[config.mk]
export PLATFORM = sky130hd
export DESIGN_NAME = pll_commit_ctrl
export DESIGN_NICKNAME = d
export VERILOG_FILES = /design/src/rtl/pll_commit_pkg.sv /design/src/rtl/pll_rst_sync.sv /design/src/rtl/pll_feed_seq.sv /design/src/rtl/pll_shadow_bank.sv /design/src/rtl/pll_active_set.sv /design/src/rtl/pll_commit_ctrl.sv
export SDC_FILE = /design/constraint.sdc
export NUM_CORES = 1
export LEC_CHECK = 0
export ABC_AREA = 1
export CORE_MARGIN = 4
export CORE_UTILIZATION = 40
export CTS_CLUSTER_SIZE = 8
export DETAILED_ROUTE_END_ITERATION = 10
export PLACE_DENSITY = 0.85
export REMOVE_ABC_BUFFERS = 1
export SYNTH_ARGS = -nofsm -noshare
export SYNTH_HDL_FRONTEND = slang
export SYNTH_SLANG_ARGS = --single-unit
[constraint.sdc]
create_clock -name clk -period 4 [get_ports clk]
set_input_delay 0.8 -clock clk [delete_from_list [all_inputs] [get_ports clk]]
set_output_delay 0.8 -clock clk [all_outputs]
set_load 0.1 [all_outputs]
[src/rtl/pll_commit_pkg.sv]
package pll_commit_pkg;

  localparam int unsigned MUL_W = 5;
  localparam int unsigned DIV_W = 2;
  localparam int unsigned KEY_W = 8;

  localparam logic [KEY_W-1:0] KEY_ARM  = 8'hAA;
  localparam logic [KEY_W-1:0] KEY_FIRE = 8'h55;

  // packed so that bit 0 is enable, as laid out in the status register
  typedef struct packed {
    logic [DIV_W-1:0] div;
    logic [MUL_W-1:0] mul;
    logic             conn;
    logic             en;
  } pll_set_t;

  localparam int unsigned SET_W = $bits(pll_set_t);

  typedef enum logic {
    FEED_IDLE  = 1'b0,
    FEED_ARMED = 1'b1
  } feed_st_t;

endpackage

[src/rtl/pll_rst_sync.sv]
module pll_rst_sync #(
  parameter int unsigned STAGES = 2
) (
  input  logic clk,
  input  logic rst_n,
  output logic rst_sync_n
);

  logic [STAGES-1:0] sync_q;
  logic [STAGES-1:0] sync_d;

  always_comb begin
    sync_d = {sync_q[STAGES-2:0], 1'b1};
  end

  always_ff @(posedge clk or negedge rst_n) begin
    if (!rst_n) begin
      sync_q <= '0;
    end else begin
      sync_q <= sync_d;
    end
  end

  assign rst_sync_n = sync_q[STAGES-1];

endmodule

[src/rtl/pll_feed_seq.sv]
module pll_feed_seq
  import pll_commit_pkg::*;
(
  input  logic             clk,
  input  logic             rst_n,
  input  logic             win_acc,
  input  logic             key_wr,
  input  logic [KEY_W-1:0] key_byte,
  output logic             commit
);

  feed_st_t st_q;
  feed_st_t st_d;
  logic     is_arm;
  logic     is_fire;

  always_comb begin
    is_arm  = win_acc && key_wr && (key_byte == KEY_ARM);
    is_fire = win_acc && key_wr && (key_byte == KEY_FIRE);
    commit  = (st_q == FEED_ARMED) && is_fire;
    st_d    = st_q;
    if (win_acc) begin
      st_d = is_arm ? FEED_ARMED : FEED_IDLE;
    end
  end

  always_ff @(posedge clk or negedge rst_n) begin
    if (!rst_n) begin
      st_q <= FEED_IDLE;
    end else begin
      st_q <= st_d;
    end
  end


  arm_chk: assert property (@(posedge clk) disable iff (!rst_n)
    (win_acc && key_wr && key_byte == KEY_ARM) |=> (st_q == FEED_ARMED));


  break_chk: assert property (@(posedge clk) disable iff (!rst_n)
    (win_acc && !(key_wr && key_byte == KEY_ARM)) |=> (st_q == FEED_IDLE));


  idle_hold_chk: assert property (@(posedge clk) disable iff (!rst_n)
    (!win_acc && st_q == FEED_IDLE) |=> (st_q == FEED_IDLE));

endmodule

[src/rtl/pll_shadow_bank.sv]
module pll_shadow_bank
  import pll_commit_pkg::*;
(
  input  logic             clk,
  input  logic             rst_n,
  input  logic             ctrl_wr,
  input  logic             cfg_wr,
  input  logic             key_wr,
  input  logic [1:0]       ctrl_bits,
  input  logic [MUL_W-1:0] mul_in,
  input  logic [DIV_W-1:0] div_in,
  input  logic [KEY_W-1:0] key_in,
  output pll_set_t         shd,
  output logic [KEY_W-1:0] key_q
);

  pll_set_t         shd_q;
  pll_set_t         shd_d;
  logic [KEY_W-1:0] key_d;

  always_comb begin
    shd_d = shd_q;
    key_d = key_q;
    if (ctrl_wr) begin
      shd_d.en   = ctrl_bits[0];
      shd_d.conn = ctrl_bits[1];
    end
    if (cfg_wr) begin
      shd_d.mul = mul_in;
      shd_d.div = div_in;
    end
    if (key_wr) begin
      key_d = key_in;
    end
  end

  always_ff @(posedge clk or negedge rst_n) begin
    if (!rst_n) begin
      shd_q <= '0;
      key_q <= '0;
    end else begin
      shd_q <= shd_d;
      key_q <= key_d;
    end
  end

  assign shd = shd_q;


  shadow_hold_chk: assert property (@(posedge clk) disable iff (!rst_n)
    (!ctrl_wr && !cfg_wr) |=> $stable(shd_q));

endmodule

[src/rtl/pll_active_set.sv]
module pll_active_set
  import pll_commit_pkg::*;
(
  input  logic     clk,
  input  logic     rst_n,
  input  logic     commit,
  input  logic     pd_ok,
  input  pll_set_t shd,
  output pll_set_t act
);

  pll_set_t act_q;
  pll_set_t act_d;

  always_comb begin
    act_d = act_q;
    if (commit) begin
      act_d = shd;
    end
    if (pd_ok) begin
      act_d.en   = 1'b0;
      act_d.conn = 1'b0;
    end
  end

  always_ff @(posedge clk or negedge rst_n) begin
    if (!rst_n) begin
      act_q <= '0;
    end else begin
      act_q <= act_d;
    end
  end

  assign act = act_q;


  act_hold_chk: assert property (@(posedge clk) disable iff (!rst_n)
    (!commit && !pd_ok) |=> $stable(act_q));


  act_copy_chk: assert property (@(posedge clk) disable iff (!rst_n)
    (commit && !pd_ok) |=> (act_q == $past(shd)));


  pd_off_chk: assert property (@(posedge clk) disable iff (!rst_n)
    pd_ok |=> (!act_q.en && !act_q.conn));


  pd_keep_chk: assert property (@(posedge clk) disable iff (!rst_n)
    (pd_ok && !commit) |=> ($stable(act_q.mul) && $stable(act_q.div)));

endmodule

[src/rtl/pll_commit_ctrl.sv]
module pll_commit_ctrl
  import pll_commit_pkg::*;
#(
  parameter int unsigned       ADDR_W    = 32,
  parameter int unsigned       DATA_W    = 32,
  parameter logic [ADDR_W-1:0] WIN_LO    = 32'h400F_C000,
  parameter logic [ADDR_W-1:0] WIN_HI    = 32'h400F_FFFF,
  parameter logic [ADDR_W-1:0] CTRL_ADDR = 32'h400F_C020,
  parameter logic [ADDR_W-1:0] CFG_ADDR  = 32'h400F_C024,
  parameter logic [ADDR_W-1:0] STAT_ADDR = 32'h400F_C028,
  parameter logic [ADDR_W-1:0] KEY_ADDR  = 32'h400F_C02C
) (
  input  logic              clk,
  input  logic              rst_n,
  input  logic [ADDR_W-1:0] bus_addr,
  input  logic [DATA_W-1:0] bus_wdata,
  input  logic              bus_we,
  input  logic              bus_re,
  output logic [DATA_W-1:0] bus_rdata,
  input  logic              pd_req,
  input  logic              usb_act_irq_en,
  input  logic              usb_clk_need,
  output logic              pll_en,
  output logic              pll_conn,
  output logic [MUL_W-1:0]  pll_mul,
  output logic [DIV_W-1:0]  pll_div
);

  localparam int unsigned CFG_W = MUL_W + DIV_W;

  logic             rst_i_n;
  logic             in_win;
  logic             win_acc;
  logic             ctrl_wr;
  logic             cfg_wr;
  logic             key_wr;
  logic             commit;
  logic             pd_block;
  logic             pd_ok;
  logic [KEY_W-1:0] key_q;
  pll_set_t         shd;
  pll_set_t         act;
  logic [DATA_W-1:0] rd_mux;

  pll_rst_sync #(.STAGES(2)) u_rst_sync (
    .clk        (clk),
    .rst_n      (rst_n),
    .rst_sync_n (rst_i_n)
  );

  always_comb begin
    in_win   = (bus_addr >= WIN_LO) && (bus_addr <= WIN_HI);
    win_acc  = in_win && (bus_we || bus_re);
    ctrl_wr  = in_win && bus_we && (bus_addr == CTRL_ADDR);
    cfg_wr   = in_win && bus_we && (bus_addr == CFG_ADDR);
    key_wr   = in_win && bus_we && (bus_addr == KEY_ADDR);
    pd_block = usb_act_irq_en && usb_clk_need;
    pd_ok    = pd_req && !pd_block;
  end

  pll_feed_seq u_feed (
    .clk      (clk),
    .rst_n    (rst_i_n),
    .win_acc  (win_acc),
    .key_wr   (key_wr),
    .key_byte (bus_wdata[KEY_W-1:0]),
    .commit   (commit)
  );

  pll_shadow_bank u_shadow (
    .clk       (clk),
    .rst_n     (rst_i_n),
    .ctrl_wr   (ctrl_wr),
    .cfg_wr    (cfg_wr),
    .key_wr    (key_wr),
    .ctrl_bits (bus_wdata[1:0]),
    .mul_in    (bus_wdata[MUL_W-1:0]),
    .div_in    (bus_wdata[MUL_W +: DIV_W]),
    .key_in    (bus_wdata[KEY_W-1:0]),
    .shd       (shd),
    .key_q     (key_q)
  );

  pll_active_set u_active (
    .clk    (clk),
    .rst_n  (rst_i_n),
    .commit (commit),
    .pd_ok  (pd_ok),
    .shd    (shd),
    .act    (act)
  );

  always_comb begin
    rd_mux = '0;
    if (bus_re && in_win) begin
      if (bus_addr == CTRL_ADDR) begin
        rd_mux[1:0] = {shd.conn, shd.en};
      end else if (bus_addr == CFG_ADDR) begin
        rd_mux[CFG_W-1:0] = {shd.div, shd.mul};
      end else if (bus_addr == STAT_ADDR) begin
        rd_mux[SET_W-1:0] = act;
      end else if (bus_addr == KEY_ADDR) begin
        rd_mux[KEY_W-1:0] = key_q;
      end
    end
  end

  assign bus_rdata = rd_mux;
  assign pll_en    = act.en;
  assign pll_conn  = act.conn;
  assign pll_mul   = act.mul;
  assign pll_div   = act.div;


  pd_refuse_chk: assert property (@(posedge clk) disable iff (!rst_i_n)
    (pd_req && usb_act_irq_en && usb_clk_need && !commit)
      |=> ($stable(pll_en) && $stable(pll_conn)));


  pd_stay_chk: assert property (@(posedge clk) disable iff (!rst_i_n)
    (!pll_en && !commit) |=> !pll_en);

endmodule

==> results.py <==
metrics = {
    "status": {
        "outcome": "complete, no violations",
    },
    "worst_setup_path": {
        "crit_buf_inv": 2,
        "crit_path_end": "bus_rdata[0]",
        "crit_start": "bus_addr[15]",
        "cp_cell_sequence": "clkdlybuf4s50_1, nand2_1, nor2_4, nand3_2, nor2_2, nand3_1, o21ai_0, nor2_1, nor2_1, buf_12",
        "crit_type": "input pin to output pin",
        "cp.required_ns": 3.20,
        "crit_top_cell": "nor2_1",
        "reg2reg_depth": 5,
        "worstPathArrival_ns": 2.72,
        "r2r_end": "u_active.act[0]$_DFFE_PN0P_",
        "worstSetupPathDepth": 10,
        "r2r_slack_ns": 2.63,
        "timing.rr.start": "u_feed.st_q$_DFFE_PN0N_",
        "crit_family": "simple AND/OR/NAND/NOR gates",
        "slowest_delay_ns": 0.46,
        "path_max_fanout": 9,
        "slowest_stage": "clkdlybuf4s50_1",
        "end_kind": "output pin",
        "critPathLaunchType": "input pin",
    },
    "floorplanning": {
        "fp-row-count": 25,
        "core_um2": 4790,
        "die-height_um": 78.7,
        "fp.dieW_um": 78.7,
        "dieArea_um2": 6190,
        "initial_utilization_pct": 41.8,
        "num_io_pins": 112,
    },
    "timing": {
        "tightest_slew_ns": 1.08,
        "slew_headroom_pct": 27.9,
        "fin_skew_ns": 0.00307,
        "drv_slew": 0,
        "hold_viol": 0,
        "post-route-worst-setup-slack_ns": 0.484,
        "rsz0062_at_grt": "false",
        "fin_crit_sh_pct": 87.9,
        "finalCriticalPeriod_ns": 3.52,
        "setup_viol": 0,
        "holdWs_ns": 0.349,
        "tns_ns": 0,
        "timing.fmax_ghz": 0.284,
    },
    "cts": {
        "numCtsBuffers": 5,
        "cts_tree": "done",
        "htree_num_levels": 2,
        "clkTransAtPathRegs_ns": 0.06,
        "clk_latency_ns": 0.28,
        "post_cts_buffers": 0,
        "root_buffer": "clkbuf_8",
        "clk_path_buf_depth": 2,
        "cts_hold_buffers": 0,
        "cts_resized": 0,
        "cts.sinks": 29,
    },
    "logic_synthesis": {
        "synth_top_cell_area_share_pct": 36.3,
        "async_reset_ff_share_pct": 100,
        "yosys-top-cells-area": "dfrtp_1 (36%), nand2_1 (10%), buf_4 (8.6%)",
        "synth_seq_cells": 29,
        "yosys.area.top_type": "dfrtp_1",
        "yosysMostFrequentCell": "nand2_1",
        "ys.flop_type": "dfrtp_1",
        "yosysWarnings": 0,
        "yosys.cell_types.count": 27,
        "synth_edf_count": 0,
        "synthTopCellsByCount": "nand2_1 (54), inv_1 (36), dfrtp_1 (29)",
        "yosysSeqAreaShare_pct": 36.3,
        "synth_area_per_cell_um2": 7.93,
        "synth_cells": 252,
        "syn-cell-area_um2": 2000,
    },
    "worst_hold_path": {
        "worst_hold_path_type": "flop to flop",
        "holdCritStartpoint": "u_rst_sync.sync_q[0]$_DFF_PN0_",
    },
    "power_and_ir_drop": {
        "p_leak_nw": 1.31,
        "powerDensity_nw_per_um2": 248,
        "power_mw": 0.688,
        "irDropWorstVdd_v": 0.000167,
    },
    "final_layout": {
        "stdcell_area_um2": 2770,
        "nets": 390,
        "n_antenna_cell": 0,
        "drive_gt1_share_pct": 18.4,
        "syn2layout_area_growth_pct": 38.8,
    },
    "detailed_routing": {
        "antenna_left": 0,
        "wire_per_inst_um": 12.1,
        "drt_pass1_iterations": 4,
        "drtIter0Drc": 65,
        "vias": 1769,
        "drc_errors": 0,
        "wl_um": 4700,
        "viasPerCell": 4.57,
    },
    "placement": {
        "hpwl_um": 3790,
        "pre_cts_slack_ns": 0.480,
        "io_buffer_count": 64,
        "placed_cell_area_um2": 2690,
        "gp_congestion": 0.779,
    },
    "global_routing": {
        "grt_usage_pct": 15.3,
        "grt_max_degree": 28,
        "antenna_found_initial": 0,
        "grt.overflow.total": 0,
        "grt_pass1_vias": 1721,
        "grt_pass1_wl_um": 7650,
    },
    "job": {
        "drv_cap": 0,
    },
}
## sequential cells by signal, indices dropped and copies added (netlist names)
signal	count
u_active.act	9
u_feed.st_q	1
u_rst_sync.sync_q	2
u_shadow.key_q	8
u_shadow.shd	9
## metrics by stage
stage / util, % / instances
after global routing: 58.0 / 387
after detailed placement: 56.2 / 379
after global placement: 56.2 / 379
final: 58.0 / 387
after floorplan: - / 247
after CTS: 58.0 / 387
## per-layer routing
| metal | wire length [um] | vias to the layer above | track usage [%] |
|---|---|---|---|
| met3 | 547 | 8 | 5.50 |
| met2 | 2200 | 90 | 26.5 |
| li1 | - | 875 | - |
| met1 | 1900 | 796 | 17.5 |
| met5 | 0 | - | 0 |
| met4 | 55 | 0 | 4.72 |
## worst min-delay path by stage
| stage | cells past startpoint | endpoint | slack (ns) |
|---|---|---|---|
| finish | 0 | u_rst_sync.sync_q[1]$_DFF_PN0_ | 0.35 |
| global route | 0 | u_rst_sync.sync_q[1]$_DFF_PN0_ | 0.36 |
| CTS | 0 | u_rst_sync.sync_q[1]$_DFF_PN0_ | 0.35 |
| detailed placement | 0 | u_rst_sync.sync_q[1]$_DFF_PN0_ | 0.34 |
| global placement | 0 | u_rst_sync.sync_q[1]$_DFF_PN0_ | 0.33 |
| floorplan | 0 | u_rst_sync.sync_q[1]$_DFF_PN0_ | 0.33 |
## layout by cell type, fill, tap and decap left out
cell type	netlist	layout
nor2_1	19	19
nor2_4	5	5
conb_1	2	24
nor2_8	1	1
nand3_4	2	2
nor3_4	1	1
nand4_1	4	4
dfrtp_1	29	29
buf_4	23	1
clkbuf_1	0	1
nor2_2	3	3
clkinv_2	0	2
o21ai_2	14	14
nand2_2	5	5
clkdlybuf4s50_1	0	55
and2_2	1	1
a21boi_1	1	1
buf_12	0	9
nand2_4	2	2
clkbuf_8	0	5
nor3_2	1	1
nand3_1	20	20
nand3_2	3	3
nand2_1	54	54
o21ai_1	3	3
inv_2	2	2
inv_1	36	36
nand4_4	2	2
nor4_1	1	1
o21ai_0	14	14
## cell families after synthesis
family | count (synthesis) | share of synthesized area (%)
AOI/OAI and AO/OA | 32 | 10.8
buffers and inverters | 65 | 17.7
DFF | 29 | 36.3
other | 2 | 0.376
and+or+nand+nor | 124 | 34.8
## cell type report
type | count | area, um2
fillers | 408 | 2010
multi-input cells | 180 | 1000
inverters | 38 | 143
clock buffers | 6 | 72.6
flip-flops and latches | 29 | 726
repair buffers | 65 | 738
well taps | 67 | 83.8
clock inverters | 2 | 10.0
## power breakdown
group	internal [mW]	total, mW	switching [mW]
Sequential	0.294	0.300	0.00523
Combinational	0.0441	0.161	0.117
Clock	0.120	0.227	0.107
No activity file was read; power rests on OpenSTA's default activity.
